--- config.mk ---
export PLATFORM = sky130hd
export DESIGN_NAME = flash_status_poller
export DESIGN_NICKNAME = d
export VERILOG_FILES = /design/src/rtl/poll_pkg.sv /design/src/rtl/poll_datapath.sv /design/src/rtl/poll_ctrl.sv /design/src/rtl/flash_status_poller.sv
export SDC_FILE = /design/constraint.sdc
export NUM_CORES = 1
export LEC_CHECK = 0
export BUFFER_PORTS_ARGS = -buffer_cell sky130_fd_sc_hd__buf_4
export CORE_MARGIN = 10
export CORE_UTILIZATION = 55
export CTS_CLUSTER_SIZE = 30
export DETAILED_ROUTE_END_ITERATION = 12
export PLACE_DENSITY = 0.89
export SLEW_MARGIN = 10
export SYNTH_ARGS = -nofsm -noshare
export SYNTH_HDL_FRONTEND = slang
export SYNTH_SLANG_ARGS = --single-unit
--- constraint.sdc ---
create_clock -name clk -period 3.89 [get_ports clk]
set_clock_uncertainty 0.2 [all_clocks]
set_input_delay 0.389 -clock clk [delete_from_list [all_inputs] [get_ports clk]]
set_output_delay 0.389 -clock clk [all_outputs]
set_load 0.005 [all_outputs]
--- src/rtl/poll_pkg.sv ---
package poll_pkg;
  localparam logic [7:0] READ_STATUS_CMD = 8'h05;

  typedef enum logic [1:0] {
    ST_IDLE,
    ST_CMD,
    ST_DATA,
    ST_GAP
  } pollState_e;

  typedef struct packed {
    logic capture;   // latch host settings
    logic cmdDrive;  // drive command nibble
    logic nibSel;    // 0: high nibble, 1: low nibble
    logic sampleHi;  // take upper status nibble
    logic sampleLo;  // take lower status nibble, publish byte
  } pollStrobes_t;
endpackage

--- src/rtl/poll_datapath.sv ---
module poll_datapath
  import poll_pkg::*;
#(
  parameter int NIB_W = 4,
  parameter int GAP_W = 8,
  localparam int BYTE_W = 2 * NIB_W
) (
  input  logic              clk,
  input  logic              rstN,
  input  pollStrobes_t      strobes,
  input  logic [BYTE_W-1:0] statusMask,
  input  logic [BYTE_W-1:0] matchValue,
  input  logic [GAP_W-1:0]  gapClocks,
  input  logic [NIB_W-1:0]  ioIn,
  output logic [NIB_W-1:0]  ioOut,
  output logic              ioOe,
  output logic              matchNow,
  output logic [GAP_W-1:0]  gapEff,
  output logic [BYTE_W-1:0] lastStatus
);
  localparam logic [BYTE_W-1:0] CMD_CODE = BYTE_W'(READ_STATUS_CMD);

  logic [BYTE_W-1:0] maskReg, matchReg;
  logic [GAP_W-1:0]  gapReg;
  logic [NIB_W-1:0]  hiNib;
  logic [BYTE_W-1:0] liveByte;

  assign liveByte = {hiNib, ioIn};

  always_ff @(posedge clk or negedge rstN) begin
    if (!rstN) begin
      maskReg    <= '0;
      matchReg   <= '0;
      gapReg     <= '0;
      hiNib      <= '0;
      lastStatus <= '0;
    end else begin
      if (strobes.capture) begin
        maskReg  <= statusMask;
        matchReg <= matchValue;
        gapReg   <= gapClocks;
      end
      if (strobes.sampleHi) hiNib <= ioIn;
      if (strobes.sampleLo) lastStatus <= liveByte;
    end
  end

  assign matchNow = ((liveByte ^ matchReg) & maskReg) == '0;
  assign gapEff   = (gapReg == '0) ? GAP_W'(1) : gapReg;

  always_comb begin
    ioOe  = strobes.cmdDrive;
    ioOut = '0;
    if (strobes.cmdDrive)
      ioOut = strobes.nibSel ? CMD_CODE[NIB_W-1:0] : CMD_CODE[BYTE_W-1:NIB_W];
  end
endmodule

--- src/rtl/poll_ctrl.sv ---
module poll_ctrl
  import poll_pkg::*;
#(
  parameter int GAP_W = 8
) (
  input  logic             clk,
  input  logic             rstN,
  input  logic             start,
  input  logic             matchNow,
  input  logic [GAP_W-1:0] gapEff,
  output pollStrobes_t     strobes,
  output logic             done,
  output logic             busy,
  output logic             csN,
  output logic             sckEn
);
  pollState_e       state;
  logic             nib;
  logic [GAP_W-1:0] gapCnt;
  logic             onBus;

  always_ff @(posedge clk or negedge rstN) begin
    if (!rstN) begin
      state  <= ST_IDLE;
      nib    <= 1'b0;
      gapCnt <= '0;
      done   <= 1'b0;
    end else begin
      done <= 1'b0;
      unique case (state)
        ST_IDLE: begin
          nib <= 1'b0;
          if (start) state <= ST_CMD;
        end
        ST_CMD: begin
          nib <= ~nib;
          if (nib) state <= ST_DATA;
        end
        ST_DATA: begin
          nib <= ~nib;
          if (nib) begin
            if (matchNow) begin
              state <= ST_IDLE;
              done  <= 1'b1;
            end else begin
              state  <= ST_GAP;
              gapCnt <= gapEff - GAP_W'(1);
            end
          end
        end
        ST_GAP: begin
          if (gapCnt == '0) state <= ST_CMD;
          else gapCnt <= gapCnt - GAP_W'(1);
        end
        default: state <= ST_IDLE;
      endcase
    end
  end

  assign onBus = (state == ST_CMD) || (state == ST_DATA);
  assign csN   = ~onBus;
  assign sckEn = onBus;
  assign busy  = (state != ST_IDLE);

  always_comb begin
    strobes          = '0;
    strobes.capture  = (state == ST_IDLE) && start;
    strobes.cmdDrive = (state == ST_CMD);
    strobes.nibSel   = nib;
    strobes.sampleHi = (state == ST_DATA) && !nib;
    strobes.sampleLo = (state == ST_DATA) && nib;
  end
endmodule

--- src/rtl/flash_status_poller.sv ---
module flash_status_poller
  import poll_pkg::*;
#(
  parameter int NIB_W = 4,
  parameter int GAP_W = 8,
  localparam int BYTE_W = 2 * NIB_W
) (
  input  logic              clk,
  input  logic              rstN,
  input  logic              start,
  input  logic [BYTE_W-1:0] statusMask,
  input  logic [BYTE_W-1:0] matchValue,
  input  logic [GAP_W-1:0]  gapClocks,
  output logic              done,
  output logic              busy,
  output logic [BYTE_W-1:0] lastStatus,
  output logic              csN,
  output logic              sckEn,
  output logic [NIB_W-1:0]  ioOut,
  output logic              ioOe,
  input  logic [NIB_W-1:0]  ioIn
);
  pollStrobes_t     strobes;
  logic             matchNow;
  logic [GAP_W-1:0] gapEff;

  poll_ctrl #(.GAP_W(GAP_W)) u_ctrl (
    .clk      (clk),
    .rstN     (rstN),
    .start    (start),
    .matchNow (matchNow),
    .gapEff   (gapEff),
    .strobes  (strobes),
    .done     (done),
    .busy     (busy),
    .csN      (csN),
    .sckEn    (sckEn)
  );

  poll_datapath #(.NIB_W(NIB_W), .GAP_W(GAP_W)) u_dp (
    .clk        (clk),
    .rstN       (rstN),
    .strobes    (strobes),
    .statusMask (statusMask),
    .matchValue (matchValue),
    .gapClocks  (gapClocks),
    .ioIn       (ioIn),
    .ioOut      (ioOut),
    .ioOe       (ioOe),
    .matchNow   (matchNow),
    .gapEff     (gapEff),
    .lastStatus (lastStatus)
  );
endmodule

==> metrics.md <==
| Metric | Value |
|---|---|
| Status | `finished, final reports clean` |
| Worst-path fanout max | `8` |
| Critical Path Start Type | `register` |
| Power Dens Cells | `798 mW/mm^2` |
| Most common cell after layout, fill and taps aside | `dfrtp_1` |
| Antenna violations before repair | `0` |
| Pre-CTS setup slack | `1.10 ns` |
| VDD IR max | `471 uV` |
| Clk sinks | `48` |
| Grt ovf | `0` |
| CP max stage delay | `0.53 ns` |
| Post-synthesis sequential area ratio | `46.5%` |
| Worst-path clk slew | `0.09 ns` |
| P&R area growth vs syn | `17.4%` |
| Vias in the first global route | `1,940` |
| Max_cap viols | `0` |
| Final WL | `5.79 mm` |
| Antenna Diode Count | `0` |
| Initial DRC count | `159` |
| Unrepaired setup endpoints after global routing | `no` |
| Tmin final | `2.82 ns` |
| Synth Flop Type | `dfrtp_1` |
| Routability cong. | `0.877` |
| Fin. Hold Viols | `0` |
| Total power | `0.00242 W` |
| Data arrival time of the critical path | `2.82 ns` |
| Distinct cells, synth | `56` |
| Chip height | `88.6 um` |
| Part of the power in combinational logic | `45.1%` |
| Final setup vio count | `0` |
| Clock buffer count from CTS | `5` |
| Initial Util | `58.2%` |
| Layout Nets | `295` |
| Total GRT Usage | `15.3%` |
| Part of the power in registers | `42.0%` |
| Crit-path slowest cell | `or4_4` |
| Largest net degree at the start of global routing | `49` |
| Via density | `6.09` |
| Routed vias | `1,894` |
| Fraction of registers with async set/reset | `100%` |
| Clock root buffer | `clkbuf_8` |
| FP Rows | `24` |
| Crit path cell chain | `or4_4 -> nor3b_2 -> a211oi_1 -> ha_1 -> o21ai_2 -> nor2_1 -> mux2_1 -> a222oi_1` |
| Leak | `1.36 nW` |
| Setup Crit Path Kind | `reg -> reg` |
| Syn Area/Cell | `12.0 um^2` |
| CP required | `3.90 ns` |
| F_max | `355 MHz` |
| DRT antenna net count | `0` |
| Setup TNS | `0 ns` |
| Chip width | `88.6 um` |
| Ys Warns | `0` |
| Slew Limit Fails | `0` |
| Synth Cell Area | `0.00258 mm^2` |
| Slew margin rel. | `29.3%` |
| FF+latch count, synth | `48` |
| Period utilization | `72.4%` |
| Sw Share | `39.2%` |
| Clock power frac | `12.8%` |
| Dpl cells | `302` |
| Post-DP HPWL | `4.32 mm` |
| CTS tree | `built` |
| Core box area | `0.00444 mm^2` |
| CTS max path bufs | `2` |
| Hold slack | `0.109 ns` |
| Fin cells | `311` |
| First-pass GRT wire length | `9.50 mm` |
| Htree depth | `2` |
| Setup Fix Bufs, Post-CTS | `0` |
| Average wire per standard cell | `18.6 um` |
| Hold Crit Class | `in -> reg` |
| Commonest non-fill, non-tap cells in the layout | `dfrtp_1 (48), buf_4 (46), mux2_2 (37), inv_1 (12), xor2_1 (10)` |
| IO Pins | `48` |
| Port bufs | `45` |
| Die area | `0.00784 mm^2` |
| Share of layout cells above drive strength 1 | `40.5%` |
| Worst setup EP type | `register` |
| Post-synth EDFFs | `0` |
| Residual DRC | `0` |
| Internal power | `0.00147 W` |
| Final worst slack | `1.07 ns` |
| Skew-Pair Late Insertion Delay | `0.30 ns` |
| Router iterations before antenna repair | `4` |
| Post-Synthesis Cells | `215` |
| Worst-margin pin slew | `1.06 ns` |
| Switch Pwr | `0.000951 W` |
## power groups by stage
stage | registers, W | clock network, W | logic [W]
after CTS | 0.00101 | 0.000317 | 0.00110
after global routing | 0.00105 | 0.000336 | 0.00121
after floorplan | 0.000941 | 0 | 0.000800
after global placement | 0.000999 | 0 | 0.00104
final | 0.00102 | 0.000311 | 0.00109
after detailed placement | 0.00102 | 0 | 0.00109
## critical path, delay by kind of cell (launching register included)
family / cells / cell delay [ns]
simple gates: 3 / 0.91
compound gates: 3 / 0.48
flops: 1 / 0.47
fa+ha+maj: 1 / 0.33
mux: 1 / 0.32
## logic make-up after synthesis
family,after synthesis,share of synthesized area [%]
mux,42,18.1
xor+xnor,11,3.73
fa+ha+maj,6,2.90
flops,48,46.5
simple gates,47,13.5
compound gates,36,10.8
buf+inv,24,4.36
other cells,1,0.145
## synth_stat cells, types with 3 or more instances
cell,n,area (um^2)
dfrtp_1,48,1200
mux2_2,37,417
inv_1,12,45.0
xor2_1,10,87.6
nand2_1,9,33.8
a22oi_1,6,45.0
ha_1,6,75.1
clkbuf_1,4,15.0
mux2i_1,4,40.0
nor2_1,4,15.0
o21ai_0,4,20.0
a21oi_1,3,15.0
buf_2,3,15.0
buf_4,3,22.5
nand2b_1,3,18.8
nand3_1,3,15.0
nor3_1,3,15.0
nor3b_2,3,37.5
o211ai_1,3,22.5
o22ai_1,3,18.8
## state kept, by name, summed over array words and instances (netlist names)
register	cells
u_ctrl.gapCnt	8
u_dp.gapReg	8
u_dp.lastStatus	8
u_dp.maskReg	8
u_dp.matchReg	8
u_dp.hiNib	4
u_ctrl.state	2
u_ctrl.done	1
u_ctrl.nib	1
## repair_timing
action / 4_1_cts / 5_1_grt
hold buffers: 1 / 0
resized for setup: 0 / 0
endpoints found under the hold margin: 48 / 0
## path summary, 6_finish.rpt
| check | from | to | slack [ns] | cells after the start |
|---|---|---|---|---|
| worst max-delay path | u_dp.gapReg[2] | u_ctrl.gapCnt[4] | 1.07 | 8 |
| worst max register to register | u_dp.gapReg[2] | u_ctrl.gapCnt[4] | 1.07 | 8 |
| worst min-delay path | gapClocks[0] | u_dp.gapReg[0] | 0.11 | 2 |
| max in group asynchronous | rstN | u_dp.gapReg[1] | 2.65 | 2 |
| min in group asynchronous | rstN | u_dp.lastStatus[4] | 0.43 | 2 |
| worst min register to register | u_dp.lastStatus[4] | u_dp.lastStatus[4] | 0.31 | 1 |
## per-stage QoR
stage          area (um^2)  util, %
2_1_floorplan         2590        -
3_3_place_gp          2930     66.0
3_5_place_dp          2930     66.0
4_1_cts               3040     68.3
5_1_grt               3040     68.3
6_report              3040     68.3
## area by class of cell
cell class | count | area (um^2)
timing repair buffer | 47 | 355
tap | 52 | 65.1
multi-input combinational | 144 | 1270
sequential | 48 | 1200
clock buffer | 7 | 86.3
fill | 317 | 1410
clock inverter | 1 | 7.51
inverter | 12 | 45.0
## routing by layer
metal  track usage (%)  share of wire, %
met1              19.0                39
met2              24.5                48
met3              5.15                11
met4              4.55               1.7
met5                 0                 0
Power figures use the tool's default switching activity.
